## config.mk

```make
export PLATFORM = sky130hd
export DESIGN_NAME = blkprot_ctrl
export DESIGN_NICKNAME = d
export VERILOG_FILES = /design/src/rtl/blkprot_pkg.sv /design/src/rtl/blkprot_req_arb.sv /design/src/rtl/blkprot_timer.sv /design/src/rtl/blkprot_flags.sv /design/src/rtl/blkprot_ctrl.sv
export SDC_FILE = /design/constraint.sdc
export NUM_CORES = 1
export LEC_CHECK = 0
export BUFFER_PORTS_ARGS = -buffer_cell sky130_fd_sc_hd__buf_4
export CAP_MARGIN = 20
export CORE_MARGIN = 2
export CORE_UTILIZATION = 47
export DETAILED_ROUTE_END_ITERATION = 8
export GPL_ROUTABILITY_DRIVEN = 0
export PLACE_DENSITY = 0.79
export SLEW_MARGIN = 20
export SYNTH_ARGS = -nofsm -noshare
export SYNTH_HDL_FRONTEND = slang
export SYNTH_SLANG_ARGS = --single-unit
```

## constraint.sdc

```tcl
create_clock -name clk -period 3 [get_ports clk]
set_input_delay 0.3 -clock clk [delete_from_list [all_inputs] [get_ports clk]]
set_output_delay 0.3 -clock clk [all_outputs]
set_load 0.05 [all_outputs]
```

## src/rtl/blkprot_pkg.sv

```systemverilog
package blkprot_pkg;
  typedef enum logic [1:0] {
    OP_NONE   = 2'd0,
    OP_PROT   = 2'd1,
    OP_UNPROT = 2'd2
  } op_e;

  // verify byte for one flag
  function automatic logic [7:0] vfy_byte(input logic flag);
    return flag ? 8'h01 : 8'h00;
  endfunction
endpackage

```

## src/rtl/blkprot_req_arb.sv

```systemverilog
module blkprot_req_arb #(
  parameter int BLK_BITS = 4
) (
  input  logic                idle,
  input  logic                sb_prot,
  input  logic                sb_unprot,
  input  logic [BLK_BITS-1:0] sb_blk,
  input  logic                cmd_prot,
  input  logic                cmd_unprot,
  input  logic [BLK_BITS-1:0] cmd_blk,
  output logic                prot_go,
  output logic                unprot_go,
  output logic [BLK_BITS-1:0] go_blk
);
  // priority: sideband protect, command protect, then unprotect
  always_comb begin
    prot_go   = 1'b0;
    unprot_go = 1'b0;
    go_blk    = sb_blk;
    if (idle) begin
      if (sb_prot) begin
        prot_go = 1'b1;
      end else if (cmd_prot) begin
        prot_go = 1'b1;
        go_blk  = cmd_blk;
      end else if (sb_unprot || cmd_unprot) begin
        unprot_go = 1'b1;
      end
    end
  end
endmodule

```

## src/rtl/blkprot_timer.sv

```systemverilog
module blkprot_timer #(
  parameter int CNT_W = 8
) (
  input  logic             clk,
  input  logic             rst_n,
  input  logic             start,
  input  logic [CNT_W-1:0] load,
  output logic             running,
  output logic             expire
);
  logic [CNT_W-1:0] cnt_q;
  logic             run_q;

  assign running = run_q;
  assign expire  = run_q && (cnt_q == '0);

  always_ff @(posedge clk or negedge rst_n) begin
    if (!rst_n) begin
      cnt_q <= '0;
      run_q <= 1'b0;
    end else if (start) begin
      cnt_q <= load;
      run_q <= 1'b1;
    end else if (run_q) begin
      if (cnt_q == '0) run_q <= 1'b0;
      else             cnt_q <= cnt_q - 1'b1;
    end
  end


  start_idle_chk: assert property (@(posedge clk) disable iff (!rst_n)
    start |-> !run_q);

  start_busy_chk: assert property (@(posedge clk) disable iff (!rst_n)
    start |=> running);
endmodule

```

## src/rtl/blkprot_flags.sv

```systemverilog
module blkprot_flags
  import blkprot_pkg::*;
#(
  parameter int BLK_BITS = 4,
  localparam int NBLK = 1 << BLK_BITS
) (
  input  logic                clk,
  input  logic                rst_n,
  input  logic                set_en,
  input  logic [BLK_BITS-1:0] set_blk,
  input  logic                clr_en,
  input  logic                vfy_req,
  input  logic [BLK_BITS-1:0] vfy_blk,
  input  logic                pe_req,
  input  logic [BLK_BITS-1:0] pe_blk,
  output logic [NBLK-1:0]     flags,
  output logic [7:0]          vfy_data,
  output logic                vfy_valid,
  output logic                pe_inhibit,
  output logic                pe_grant
);
  logic [NBLK-1:0] flags_q;
  assign flags = flags_q;

  for (genvar b = 0; b < NBLK; b++) begin : g_flag
    always_ff @(posedge clk or negedge rst_n) begin
      if (!rst_n)                                      flags_q[b] <= 1'b0;
      else if (clr_en)                                 flags_q[b] <= 1'b0;
      else if (set_en && (set_blk == BLK_BITS'(b)))    flags_q[b] <= 1'b1;
    end
  end

  always_ff @(posedge clk or negedge rst_n) begin
    if (!rst_n) begin
      vfy_valid <= 1'b0;
      vfy_data  <= 8'h00;
    end else begin
      vfy_valid <= vfy_req;
      if (vfy_req) vfy_data <= vfy_byte(flags_q[vfy_blk]);
    end
  end

  assign pe_inhibit = pe_req &&  flags_q[pe_blk];
  assign pe_grant   = pe_req && !flags_q[pe_blk];


  flags_hold_chk: assert property (@(posedge clk) disable iff (!rst_n)
    (!set_en && !clr_en) |=> $stable(flags_q));

  set_single_chk: assert property (@(posedge clk) disable iff (!rst_n)
    set_en |=> ($countones(flags_q ^ $past(flags_q)) <= 1));

  clr_empty_chk: assert property (@(posedge clk) disable iff (!rst_n)
    clr_en |=> (flags_q == '0));

  vfy_valid_chk: assert property (@(posedge clk) disable iff (!rst_n)
    vfy_valid |-> $past(vfy_req));

  pe_excl_chk: assert property (@(posedge clk) disable iff (!rst_n)
    pe_inhibit |-> !pe_grant);
endmodule

```

## src/rtl/blkprot_ctrl.sv

```systemverilog
module blkprot_ctrl
  import blkprot_pkg::*;
#(
  parameter int BLK_BITS   = 4,
  parameter int PROT_CYC   = 10000,
  parameter int UNPROT_CYC = 1000000,
  localparam int NBLK  = 1 << BLK_BITS,
  localparam int CNT_W = $clog2(UNPROT_CYC + 1)
) (
  input  logic                clk,
  input  logic                rst_n,
  input  logic                sb_prot,
  input  logic                sb_unprot,
  input  logic [BLK_BITS-1:0] sb_blk,
  input  logic                cmd_prot,
  input  logic                cmd_unprot,
  input  logic [BLK_BITS-1:0] cmd_blk,
  input  logic                vfy_req,
  input  logic [BLK_BITS-1:0] vfy_blk,
  input  logic                pe_req,
  input  logic [BLK_BITS-1:0] pe_blk,
  output logic [7:0]          vfy_data,
  output logic                vfy_valid,
  output logic                busy,
  output logic                pe_inhibit,
  output logic                pe_grant,
  output logic                unprot_err
);
  logic                prot_go, unprot_go, unprot_ok, unprot_bad;
  logic [BLK_BITS-1:0] go_blk, blk_q;
  logic                start, expire, running, all_set;
  logic                set_en, clr_en;
  logic [NBLK-1:0]     flags;
  logic [CNT_W-1:0]    load;
  op_e                 op_q;

  blkprot_req_arb #(.BLK_BITS(BLK_BITS)) u_arb (
    .idle(!running), .sb_prot(sb_prot), .sb_unprot(sb_unprot), .sb_blk(sb_blk),
    .cmd_prot(cmd_prot), .cmd_unprot(cmd_unprot), .cmd_blk(cmd_blk),
    .prot_go(prot_go), .unprot_go(unprot_go), .go_blk(go_blk));

  assign all_set    = &flags;
  assign unprot_ok  = unprot_go &&  all_set;
  assign unprot_bad = unprot_go && !all_set;
  assign start      = prot_go || unprot_ok;
  assign load       = prot_go ? CNT_W'(PROT_CYC - 1) : CNT_W'(UNPROT_CYC - 1);

  blkprot_timer #(.CNT_W(CNT_W)) u_tmr (
    .clk(clk), .rst_n(rst_n), .start(start), .load(load),
    .running(running), .expire(expire));

  always_ff @(posedge clk or negedge rst_n) begin
    if (!rst_n) begin
      op_q       <= OP_NONE;
      blk_q      <= '0;
      unprot_err <= 1'b0;
    end else begin
      unprot_err <= unprot_bad;
      if (start) begin
        op_q  <= prot_go ? OP_PROT : OP_UNPROT;
        blk_q <= go_blk;
      end else if (expire) begin
        op_q  <= OP_NONE;
      end
    end
  end

  assign set_en = expire && (op_q == OP_PROT);
  assign clr_en = expire && (op_q == OP_UNPROT);
  assign busy   = running;

  blkprot_flags #(.BLK_BITS(BLK_BITS)) u_flags (
    .clk(clk), .rst_n(rst_n), .set_en(set_en), .set_blk(blk_q), .clr_en(clr_en),
    .vfy_req(vfy_req), .vfy_blk(vfy_blk), .pe_req(pe_req), .pe_blk(pe_blk),
    .flags(flags), .vfy_data(vfy_data), .vfy_valid(vfy_valid),
    .pe_inhibit(pe_inhibit), .pe_grant(pe_grant));


  err_partial_chk: assert property (@(posedge clk) disable iff (!rst_n)
    unprot_err |-> !(&flags));

  err_nobusy_chk: assert property (@(posedge clk) disable iff (!rst_n)
    unprot_err |-> !busy);

  unprot_full_chk: assert property (@(posedge clk) disable iff (!rst_n)
    (busy && op_q == OP_UNPROT) |-> (&flags));

  go_excl_chk: assert property (@(posedge clk) disable iff (!rst_n)
    !(prot_go && unprot_go));
endmodule

```

# Word-level counts from Yosys, hierarchy flattened
# Cells that the tools add are included.
[totals] wordCells=150 out_inout_bits=13 in_bits=24 register_bits=53
[classes] n_eq_ne=18 add_sub_neg=1 magnitude_cmp=2 reduce_logical=49 n_mux=57
[op_table] cell="20-bit 2-to-1 mux" count=4
[op_table] cell="1-bit 2-to-1 mux" count=45
[op_table] cell="2-bit nonzero test" count=18
[op_table] cell="4-bit equality test, second input constant" count=8
[op_table] cell="1-bit logical AND" count=23
[op_table] cell="20-bit zero test" count=1
[op_table] cell="20-bit by 1-bit subtractor with 20-bit output, second input constant" count=1
[op_table] cell="4-bit by 3-bit equality test with 1-bit output, second input constant" count=4
[op_table] cell="16-bit AND reduction" count=1
[op_table] cell="4-bit 2-to-1 mux" count=3
[op_table] cell="4-bit by 5-bit < comparator with 1-bit output, second input constant" count=2
[op_table] cell="1-bit binary-select mux with 4-bit select" count=2
[op_table] cell="4-bit by 2-bit equality test with 1-bit output, second input constant" count=2
[op_table] cell="2-bit 2-to-1 mux" count=3
[op_table] cell="4-bit by 1-bit equality test with 1-bit output, second input constant" count=1
[op_table] cell="4-bit zero test" count=1
[op_table] cell="2-bit by 1-bit equality test with 1-bit output, second input constant" count=1
[op_table] cell="2-bit equality test, second input constant" count=1
[op_table] cell="1-bit zero test" count=2
[op_table] cell="1-bit logical OR" count=2
[op_table] cell="2-bit inequality test, second input constant" count=1
[op_table] cell="2-bit AND reduction" count=1

# Logic depth before layout (Yosys ltp)
[logic_depth] depth_word=9 ltp_mapped=9 depth_no_buf=7

# Cells and area by module
# Synthesis repeated with hierarchy kept, for this count alone.
[hier_totals] cells_unflattened=286 hier_area_um2=2829.0
[modules_own_cells] module="blkprot_timer" n_inst=1 seq_area_each_um2=525.5 area_each_um2=1375.1 cells_each=162
[modules_own_cells] module="blkprot_flags" n_inst=1 seq_area_each_um2=450.4 area_each_um2=997.2 cells_each=85
[modules_own_cells] module="blkprot_ctrl" n_inst=1 seq_area_each_um2=175.2 area_each_um2=356.6 cells_each=31
[modules_own_cells] module="blkprot_req_arb" n_inst=1 seq_area_each_um2=0.0 area_each_um2=100.1 cells_each=8

# Worst setup path before layout
# Ideal clock, no wire load.
[synth_timing] path_type="reg2out" from="register u_flags.flags_q[15], in the netlist u_flags.flags[15]" to="output port pe_grant" n_path_buf=0 t_arrival_ps=2016 path_slack_ps=684 stages_incl_launch_ff=4 required_time_ps=2700 cell_sequence="dfrtp_1 mux4_2 mux4_2 nor2b_1"
[synth_via] elab_chain_cells=4
[synth_lines] element="start: declaration" line="blkprot_flags.sv:22" source="logic [NBLK-1:0] flags_q;"
[synth_lines] element="start signal: indexed assignment" line="blkprot_flags.sv:27" source="if (!rst_n) flags_q[b] <= 1'b0;"
[synth_lines] element="start signal: indexed assignment" line="blkprot_flags.sv:28" source="else if (clr_en) flags_q[b] <= 1'b0;"
[synth_lines] element="start signal: indexed assignment" line="blkprot_flags.sv:29" source="else if (set_en && (set_blk == BLK_BITS'(b))) flags_q[b] <= 1'b1;"
[synth_lines] element="1-bit binary-select mux with 4-bit select" line="blkprot_flags.sv:44" source="assign pe_grant = pe_req && !flags_q[pe_blk];"
[synth_lines] element="1-bit 2-to-1 mux (not written as such)" line="blkprot_flags.sv:44"
[synth_lines] element="1-bit zero test" line="blkprot_flags.sv:44"
[synth_lines] element="1-bit logical AND" line="blkprot_flags.sv:44"
[synth_lines] element="end: declaration" line="blkprot_ctrl.sv:26" source="output logic pe_grant,"
# No other way between the ends. The select of a mux whose other input is x is not followed.

# Worst setup path after layout
[layout_timing] from="register u_flags.flags_q[3], in the netlist u_flags.flags[3]" to="output port pe_inhibit"
[layout_via] elab_chain_cells=3
[layout_lines] element="1-bit binary-select mux with 4-bit select" line="blkprot_flags.sv:43" source="assign pe_inhibit = pe_req && flags_q[pe_blk];"
[layout_lines] element="1-bit 2-to-1 mux (not written as such)" line="blkprot_flags.sv:43"
[layout_lines] element="1-bit logical AND" line="blkprot_flags.sv:43"
[layout_lines] element="end: declaration" line="blkprot_ctrl.sv:25" source="output logic pe_inhibit,"
# No other way between the ends. The select of a mux whose other input is x is not followed.

==> summary.md <==
| Metric | Value |
|---|---|
| Status | finished with violations |
| Failing checks | hold timing |
| Leakage | 1.179 nW |
| WP data required | 2700 ps |
| Unrepaired setup endpoints after global routing | no |
| Tmin final | 2330 ps |
| Final net count | 292 |
| Num CTS Buffers | 5 |
| Most frequent cell after synthesis | dfrtp_1 |
| Total core area | 5140 um2 |
| Vias in the first global route | 1845 |
| Register area share after synthesis | 45.75% |
| Buffer and inverter count on the worst path | 1 |
| Max FO, Critical Path | 4 |
| Via count | 1965 |
| Number of synthesized flops with an enable pin | 0 |
| Synth Cell Area | 2516 um2 |
| Initial DRC count | 189 |
| Final HPWL DP | 3999 um |
| Placement Rows | 26 |
| Chip height | 77.17 um |
| FF+latch count, synth | 46 |
| Clock Skew | 9.776 ps |
| Root Buffer | clkbuf_8 |
| Final setup viols | 0 |
| Port Buffers | 29 |
| Family with the most delay on the worst path | multiplexers |
| Ports | 37 |
| Clk Latency, worst-skew pair | 300 ps |
| Final Cycle Share | 77.67% |
| GRT Residual Overflow | 0 |
| Hold Path Class | input port to async pin |
| CP Class | flop to output pin |
| Synth Flop Type | dfrtp_1 |
| First-pass GRT wire length | 9080 um |
| Dominant cell type by area after synthesis | dfrtp_1 |
| PostCTS Resize Cnt | 0 |
| Most used cell, CP | mux4_2 |
| Post-CTS Setup Inserts | 0 |
| Antenna Nets Post-Route | 0 |
| Worst R2R Path Depth | 6 |
| Main area contributors after synthesis | dfrtp_1 46%, mux4_2 8.1%, nand2_1 4.5% |
| Filler Cells Inserted | 476 |
| Yosys cell types | 47 |
| Maxcap violations | 0 |
| DRC | 0 |
| Area delta synth->final | 14.32% |
| Critical path capture point type | output pin |
| Reg clk slew, reported paths | 80 ps |
| Fin cells | 336 |
| Crit-path cells | mux4_2, mux4_2, and2_1, buf_4 |
| Largest stage delay on the critical path | 480 ps |
| Maximum clock rate | 429.2 MHz |
| Placed Cells | 329 |
| Pin count of the biggest net entering global routing | 47 |
| Hold Slack | -14.37 ps |
| Clk sinks | 46 |
| Top-area cell type share of the netlist area | 45.75% |
| Commonest cells in the netlist | 46 x dfrtp_1, 30 x nand2_1, 13 x o21ai_1, 10 x o21ai_0 |
| Syn avg cell area | 10.71 um2 |
| Async SR Flop Fraction | 100.0% |
| CP max-delay cell | mux4_2 |
| Clock buffer depth | 2 |
| Worst Setup Start Kind | flop |
| Initial Util | 48.95% |
| Slew margin rel. | 37.81% |
| Register area | 1151 um2 |
| Die W | 77.17 um |
| CTS tree | built |
| Crit path depth | 4 |
| GR Util All Layers | 19.18% |
| Share of layout cells above drive strength 1 | 20.30% |
| WP data arrival | 2030 ps |
| Peak VDD IR | 0.2452 mV |
| Hold Buf Count CTS | 0 |
| Setup_tns | 0 ps |
| WL/cell | 15.98 um |
| Multi-input combinational cell area | 1274 um2 |
| Die area | 5954 um2 |
| Max-slew violation count | 0 |
| Initial antenna violation count | 0 |
| Hold Vio Cnt, Final | 20 |
| Diodes inserted | 0 |
| Cells after Synth | 235 |
| Final WL | 5369 um |
| Ys Warns | 0 |
| Via density per instance | 5.848 |
| Pwr Density | 419.3 nW/um2 |
| Drt first pass iters | 4 |
| H-tree Lvls | 2 |
| Worst-Margin Slew | 930.8 ps |
==> flip-flops by register name, summed over array words and instances (netlist names) <==
signal	flops
u_tmr.cnt_q	20
u_flags.flags	16
blk_q	4
op_q	2
u_flags.vfy_data	1
u_flags.vfy_valid	1
u_tmr.running	1
unprot_err	1
==> per-layer routing <==
metal | routed length [um] | GRT usage, %
met5 | 0 | 0
met4 | 52 | 4.286
met3 | 245 | 4.235
met2 | 2524 | 30.17
met1 | 2547 | 27.29
==> power by group <==
group,total (mW),switching [mW],internal (mW)
clock network,0.465,0.199,0.266
registers,0.650,0.0171,0.633
logic,0.0913,0.0549,0.0364
==> layout by cell type (no fill, tap or decap), types with 6 or more instances in the layout <==
| cell type | synthesis | routed |
|---|---|---|
| mux4_2 | 9 | 9 |
| inv_1 | 7 | 7 |
| clkbuf_8 | 0 | 6 |
| o21ai_0 | 10 | 10 |
| conb_1 | 1 | 7 |
| xor2_1 | 6 | 6 |
| dfrtp_1 | 46 | 46 |
| o211ai_1 | 8 | 8 |
| nand3_1 | 6 | 6 |
| nor2_1 | 6 | 6 |
| mux2i_1 | 8 | 8 |
| nand2_1 | 30 | 30 |
| o21ai_1 | 13 | 13 |
| buf_4 | 7 | 30 |
| nand4_1 | 9 | 9 |
==> worst register-to-register path: cells and delay by family, from the launching register on <==
family	cells	cell delay (ps)
AND/OR/NAND/NOR	3	1260
flip-flops	1	410
AO/OA/AOI/OAI	1	280
adder cells (fa/ha/maj)	1	150
buffers and inverters	1	120
==> path summary, 6_finish.rpt <==
| check | to | start | slack, ps |
|---|---|---|---|
| min in group clk | u_flags.vfy_valid$_DFF_PN0_ | vfy_req | 130 |
| worst max-delay path | pe_inhibit | u_flags.flags[3]$_DFFE_PN0P_ | 670 |
| worst min register to register | u_flags.vfy_data[0]$_DFFE_PN0P_ | u_flags.vfy_data[0]$_DFFE_PN0P_ | 530 |
| worst max register to register | u_flags.flags[6]$_DFFE_PN0P_ | u_tmr.cnt_q[0]$_DFFE_PN0P_ | 670 |
| worst min-delay path | u_flags.flags[14]$_DFFE_PN0P_ | rst_n | -10 |
| max in group asynchronous | blk_q[2]$_DFFE_PN0P_ | rst_n | 2620 |
==> logic make-up after synthesis <==
| group | share of synthesized area [%] |
|---|---|
| muxes | 11.24 |
| DFF | 45.75 |
| AOI/OAI and AO/OA | 13.38 |
| other | 0.1490 |
| xor gates and xnor gates | 2.437 |
| and+or+nand+nor | 21.53 |
| adders and majority gates | 0.9944 |
| buffers and inverters | 4.525 |
==> cell type report <==
| cell class | count | share of cell area, % |
|---|---|---|
| multi-input combinational | 176 | 44.28 |
| sequential | 46 | 40.02 |
| timing repair buffer | 30 | 7.829 |
| tap | 70 | 3.045 |
| clock buffer | 6 | 2.871 |
| clock inverter | 1 | 1.044 |
| inverter | 7 | 0.9134 |
==> stage by stage <==
step                      instance area [um2]  power (mW)  hold slack, ps  worst slack (ps)  utilization, %
after CTS                                2877       1.218           6.003             670.0           55.96
after detailed placement                 2764      0.7540           336.2             702.1           53.77
after floorplan                          2539      0.7107           4.409             683.5               -
after global placement                   2764      0.7507           330.4             786.7           53.77
final                                    2877       1.206          -14.37             669.9           55.96
after global routing                     2877       1.260           32.14             283.1           55.96
Note: power is estimated with default switching activity, not from simulation.
